**config.mk**
```make
export PLATFORM = sky130hd
export DESIGN_NAME = clkdiv_halfodd
export DESIGN_NICKNAME = d
export VERILOG_FILES = /design/src/rtl/clkdiv_pkg.sv /design/src/rtl/clkdiv_seq.sv /design/src/rtl/clkdiv_halfcyc.sv /design/src/rtl/clkdiv_halfodd.sv
export SDC_FILE = /design/constraint.sdc
export NUM_CORES = 1
export LEC_CHECK = 0
export ABC_AREA = 1
export BUFFER_PORTS_ARGS = -buffer_cell sky130_fd_sc_hd__clkbuf_2
export CAP_MARGIN = 15
export CORE_UTILIZATION = 40
export CTS_CLUSTER_DIAMETER = 120
export CTS_CLUSTER_SIZE = 28
export DETAILED_ROUTE_END_ITERATION = 12
export MAX_ROUTING_LAYER = met4
export PLACE_DENSITY = 0.57
export SLEW_MARGIN = 20
export SYNTH_ARGS = -nofsm -noshare
export SYNTH_HDL_FRONTEND = slang
export SYNTH_SLANG_ARGS = --single-unit
```
**constraint.sdc**
```tcl
create_clock -name clk -period 3.06 [get_ports clk]
set_clock_uncertainty 0.2 [all_clocks]
set_input_delay 0.306 -clock clk [delete_from_list [all_inputs] [get_ports clk]]
set_output_delay 0.306 -clock clk [all_outputs]
set_load 0.005 [all_outputs]
```
**src/rtl/clkdiv_pkg.sv**
```systemverilog
package clkdiv_pkg;

    typedef enum logic [1:0] {
        S_OFF  = 2'd0,
        S_HIGH = 2'd1,
        S_LOW  = 2'd2
    } div_state_e;

endpackage

```
**src/rtl/clkdiv_seq.sv**
```systemverilog
module clkdiv_seq
    import clkdiv_pkg::*;
#(
    parameter int RATIO_W = 8
) (
    input  logic               clk,
    input  logic               rst_n,
    input  logic               en,
    input  logic [RATIO_W-1:0] ratio,
    output logic               phase_hi,
    output logic               odd_q
);

    localparam int HALF_W = RATIO_W + 1;
    localparam logic [RATIO_W-1:0] MIN_RATIO = RATIO_W'(2);

    div_state_e         state_q, state_d;
    logic [RATIO_W-1:0] cnt_q, cnt_d;
    logic [RATIO_W-1:0] ratio_q, ratio_d;
    logic [RATIO_W-1:0] half_q, half_d;
    logic               odd_d;
    logic [HALF_W-1:0]  half_calc;
    logic               ratio_ok;
    logic               hit_split;
    logic               hit_wrap;

    assign half_calc = ({1'b0, ratio} + HALF_W'(1)) >> 1;
    assign ratio_ok  = (ratio >= MIN_RATIO);
    assign hit_split = (cnt_q == half_q - RATIO_W'(1));
    assign hit_wrap  = (cnt_q == ratio_q - RATIO_W'(1));

    // next-state and datapath
    always_comb begin
        state_d = state_q;
        cnt_d   = cnt_q;
        ratio_d = ratio_q;
        half_d  = half_q;
        odd_d   = odd_q;
        if (!en) begin
            state_d = S_OFF;
            cnt_d   = '0;
        end else begin
            unique case (state_q)
                S_OFF: begin
                    cnt_d = '0;
                    if (ratio_ok) begin
                        state_d = S_HIGH;
                        ratio_d = ratio;
                        half_d  = half_calc[RATIO_W-1:0];
                        odd_d   = ratio[0];
                    end
                end
                S_HIGH: begin
                    cnt_d = cnt_q + RATIO_W'(1);
                    if (hit_split) state_d = S_LOW;
                end
                S_LOW: begin
                    if (hit_wrap) begin
                        state_d = S_HIGH;
                        cnt_d   = '0;
                    end else begin
                        cnt_d = cnt_q + RATIO_W'(1);
                    end
                end
                default: begin
                    state_d = S_OFF;
                    cnt_d   = '0;
                end
            endcase
        end
    end

    // state register
    always_ff @(posedge clk or negedge rst_n) begin
        if (!rst_n) begin
            state_q <= S_OFF;
            cnt_q   <= '0;
            ratio_q <= MIN_RATIO;
            half_q  <= RATIO_W'(1);
            odd_q   <= 1'b0;
        end else begin
            state_q <= state_d;
            cnt_q   <= cnt_d;
            ratio_q <= ratio_d;
            half_q  <= half_d;
            odd_q   <= odd_d;
        end
    end

    // outputs
    always_comb begin
        unique case (state_q)
            S_HIGH:  phase_hi = 1'b1;
            default: phase_hi = 1'b0;
        endcase
    end

    p_stop_r1: assert property (@(posedge clk) disable iff (!rst_n)
        !en |=> state_q == S_OFF);

    p_bad_ratio_r2: assert property (@(posedge clk) disable iff (!rst_n)
        (state_q == S_OFF && ratio < MIN_RATIO) |=> state_q == S_OFF);

    p_cnt_range_r3: assert property (@(posedge clk) disable iff (!rst_n)
        (state_q != S_OFF) |-> (cnt_q < ratio_q));

    p_wrap_r3: assert property (@(posedge clk) disable iff (!rst_n)
        (en && state_q == S_LOW && hit_wrap) |=> (state_q == S_HIGH && cnt_q == '0));

    p_split_r4: assert property (@(posedge clk) disable iff (!rst_n)
        (en && state_q == S_HIGH && hit_split) |=> state_q == S_LOW);

endmodule

```
**src/rtl/clkdiv_halfcyc.sv**
```systemverilog
module clkdiv_halfcyc (
    input  logic clk,
    input  logic rst_n,
    input  logic odd,
    input  logic phase_hi,
    output logic div_out
);

    logic neg_q;

    // falling-edge copy of the high phase
    always_ff @(negedge clk or negedge rst_n) begin
        if (!rst_n) neg_q <= 1'b0;
        else        neg_q <= phase_hi;
    end

    // odd ratios: rise waits for the falling-edge copy, fall follows at once
    always_comb begin
        if (odd) div_out = phase_hi & neg_q;
        else     div_out = phase_hi;
    end

endmodule

```
**src/rtl/clkdiv_halfodd.sv**
```systemverilog
module clkdiv_halfodd #(
    parameter int RATIO_W = 8,
    parameter bit INV_EN  = 1'b1
) (
    input  logic               clk,
    input  logic               rst_n,
    input  logic               en,
    input  logic [RATIO_W-1:0] ratio,
    output logic               clk_out,
    output logic               clk_out_n
);

    logic phase_hi;
    logic odd_q;

    clkdiv_seq #(.RATIO_W(RATIO_W)) u_seq (
        .clk      (clk),
        .rst_n    (rst_n),
        .en       (en),
        .ratio    (ratio),
        .phase_hi (phase_hi),
        .odd_q    (odd_q)
    );

    clkdiv_halfcyc u_half (
        .clk      (clk),
        .rst_n    (rst_n),
        .odd      (odd_q),
        .phase_hi (phase_hi),
        .div_out  (clk_out)
    );

    generate
        if (INV_EN) begin : g_inv
            assign clk_out_n = ~clk_out;
        end else begin : g_no_inv
            assign clk_out_n = 1'b0;
        end
    endgenerate

endmodule

```
==> flow_metrics.env <==
export IMPL_irDropWorstVdd_mv=0.415
export IMPL_crit_buf_inv=2
export IMPL_run_status="finished, final reports clean"
export IMPL_cts_buffers=3
export IMPL_path_class="reg -> out"
export IMPL_synthesis_area_mm2=0.00191
export IMPL_core_mm2=0.00447
export IMPL_ant_nets=0
export IMPL_dieArea_mm2=0.00505
export IMPL_cts_max_level=1
export IMPL_cap_violations=0
export IMPL_die_y_um=71.1
export IMPL_nets=304
export IMPL_powerDensity_mw_per_mm2=798
export IMPL_critical_path_reg2reg_endpoint="u_half.neg_q"
export IMPL_rr_startpoint="u_seq.state_q[1]"
export IMPL_cp_required_ns=2.55
export IMPL_setup_violations_final=0
export IMPL_rsz0062_at_grt="no"
export IMPL_r2r_slack_ns=0.47
export IMPL_grt_pass1_vias=1621
export IMPL_drtIter0Drc=66
export IMPL_worst_r2r_cell_count=2
export IMPL_setup_tns_ns=0
export IMPL_drv_slew=0
export IMPL_worstPathArrival_ns=2.47
export IMPL_drt_vias_per_instance=4.87
export IMPL_worstSetupStartpointType="register"
export IMPL_drive_gt1_share_pct=16.3
export IMPL_synth_top_cell_by_area="dfrtp_1"
export IMPL_power_uw=1680
export IMPL_max_slew_worst_pin_slew_ns=0.348
export IMPL_antenna_found_initial=0
export IMPL_synth_compound_area_share_pct=6.42
export IMPL_slew_headroom_pct=76.8
export IMPL_clk_path_buf_depth=2
export IMPL_worstHoldPathCells=3
export IMPL_syn_inst=266
export IMPL_area_delta_synth_final_pct=10.2
export IMPL_cts_sinks=27
export IMPL_p_leak_uw=0.00105
export IMPL_worstHoldStart="ratio[4]"
export IMPL_busiest_layer="met2"
export IMPL_hpwl_mm=3.38
export IMPL_diodes=0
export IMPL_clk_pin_slew_worst_paths_ns=0.10
export IMPL_synth_fa_ha_area_share_pct=5.90
export IMPL_cpPeakStageDelay_ns=0.35
export IMPL_crit_chain="o21ai_2, inv_1, clkbuf_2"
export IMPL_start_util_pct=42.7
export IMPL_grt_util_all_layers_pct=19.8
export IMPL_crit_family="flip-flops"
export IMPL_wl_per_cell_um=12.5
export IMPL_dr_pass1_iters=4
export IMPL_min_to="u_seq.ratio_q[4]"
export IMPL_muxShareOfSynthArea_pct=0
export IMPL_insertion_delay_ns=0.28
export IMPL_vias=1633
export IMPL_synth_seq_cells=27
export IMPL_core_rowCount=24
export IMPL_die_w_um=71.1
export IMPL_synth_nets=286
export IMPL_gr_usage_met2_pct=31.9
export IMPL_port_buffers=12
export IMPL_yosysSeqAreaShare_pct=35.5
export IMPL_synthTopCellsByArea="dfrtp_1 31%, nand2_1 16%, inv_1 6.9%, ha_1 5.9%, o21ai_0 5.5%"
export IMPL_hold_violations=0
export IMPL_drc=0
export IMPL_cts_tree="built"
export IMPL_postRouteWirelength_mm=4.19
export IMPL_synth_simple_gate_area_share_pct=37.3
export IMPL_use_met3_pct=2.56
export IMPL_grt_ovfl_total=0
export IMPL_crit_fanout=2
export IMPL_synth_top_cell_area_share_pct=31.5
export IMPL_hold_slack_ns=0.0731
export IMPL_synth_top_family_by_area="simple AND/OR/NAND/NOR gates"
export IMPL_syn_avg_cell_area_um2=7.18
export IMPL_ys_warn_count=0
export IMPL_yosysUniqueCellTypes=28
export IMPL_end_kind="output pin"
export IMPL_boundaryPins=13
export IMPL_met1_usage_pct=26.6
export IMPL_place_gp_congestion=0.838
export IMPL_ctsRootBufferMaster="clkbuf_8"
export IMPL_grt_pass1_wl_mm=7.49
export IMPL_grt_max_degree=27
export IMPL_critPathSlowestCell="dfrtn_1"
export IMPL_synth_xor_area_share_pct=6.75
export IMPL_hp_class="in -> reg"
cells in the final DEF, fill, tap and decap left out, drive strengths merged:
cell type / count
nand2: 86
nand3: 19
clkbuf: 15
dfrtp: 24
nor4: 2
a21oi: 2
dfrtn: 1
dfstp: 2
o21ai: 21
nand4: 6
buf: 2
dlygate4sd3: 1
inv: 40
nor2: 34
ha: 9
xor2: 8
nor3: 4
o211ai: 1
xor3: 1
xnor2: 4
or2: 1
area by class of cell:
class	instances	area, um2
clock buffer	3	41.3
tap	52	65.1
fill	453	2370
multi-input combinational	198	1080
timing repair buffer	15	85.1
sequential	27	678
inverter	39	146
clock inverter	1	8.76
through the flow:
step | std cells | cell area, um2 | setup slack, ns | util (%)
5_1_grt | 335 | 2100 | 0.0216 | 47.0
2_1_floorplan | 266 | 1910 | 0.397 | -
3_5_place_dp | 330 | 2040 | 0.300 | 45.6
4_1_cts | 335 | 2100 | 0.0463 | 47.0
3_3_place_gp | 330 | 2040 | 0.339 | 45.6
6_report | 335 | 2100 | 0.0831 | 47.0
worst max-delay path by stage:
| stage | start | endpoint | slack [ns] | cells past startpoint |
|---|---|---|---|---|
| after detailed placement | u_half.neg_q | clk_out | 0.30 | 3 |
| after global placement | u_half.neg_q | clk_out | 0.34 | 3 |
| after global routing | u_half.neg_q | clk_out | 0.02 | 3 |
| after floorplan | u_half.neg_q | clk_out | 0.40 | 2 |
| final | u_half.neg_q | clk_out | 0.08 | 3 |
| after CTS | u_half.neg_q | clk_out | 0.05 | 3 |
sequential cells by signal (all words and copies together) (netlist names):
register / count
u_seq.state_q: 2
u_half.neg_q: 1
u_seq.half_q: 8
u_seq.cnt_q: 8
u_seq.ratio_q: 8
repair_timing:
item                                   4_1_cts  5_1_grt
setup endpoints to repair                    2        1
hold buffers                                 1        0
buffers inserted                             0        0
gates resized for setup                      1        1
endpoints found under the hold margin       24        0
Yosys cell counts:
cell type	number
inv_1	35
dfrtn_1	1
or2_1	1
nand3_1	17
dfstp_2	2
nand2_1	81
a21oi_1	2
nor3_2	2
inv_2	4
xnor2_1	4
o21ai_0	21
dfrtp_1	24
nand2_2	2
nor2_2	11
nand2_4	2
o211ai_1	1
xor3_1	1
nand4_1	6
nor3_1	2
xor2_1	8
nor2_1	23
buf_2	1
clkbuf_1	1
nand2_8	1
nand3_2	2
nor4_2	1
ha_1	9
nor4_1	1
power breakdown:
| group | switching (uW) | internal, uW |
|---|---|---|
| logic | 548 | 319 |
| registers | 105 | 483 |
| clock network | 128 | 95.9 |
per-layer routing:
layer	vias to the layer above	routed length, um
met3	5	186
met5	-	0
met2	32	1810
met1	733	2140
met4	0	45
li1	863	-
cells by family after synthesis:
family	Yosys count
and+or+nand+nor	152
buffers and inverters	41
DFF	27
AOI/OAI and AO/OA	24
xor gates and xnor gates	13
adders and majority gates	9
worst register-to-register path, stage by stage (launching register included):
cell and delay, ns:
dfrtp_1 0.40, inv_1 0.07, ha_1 0.22
(Power assumes the default switching activity.)
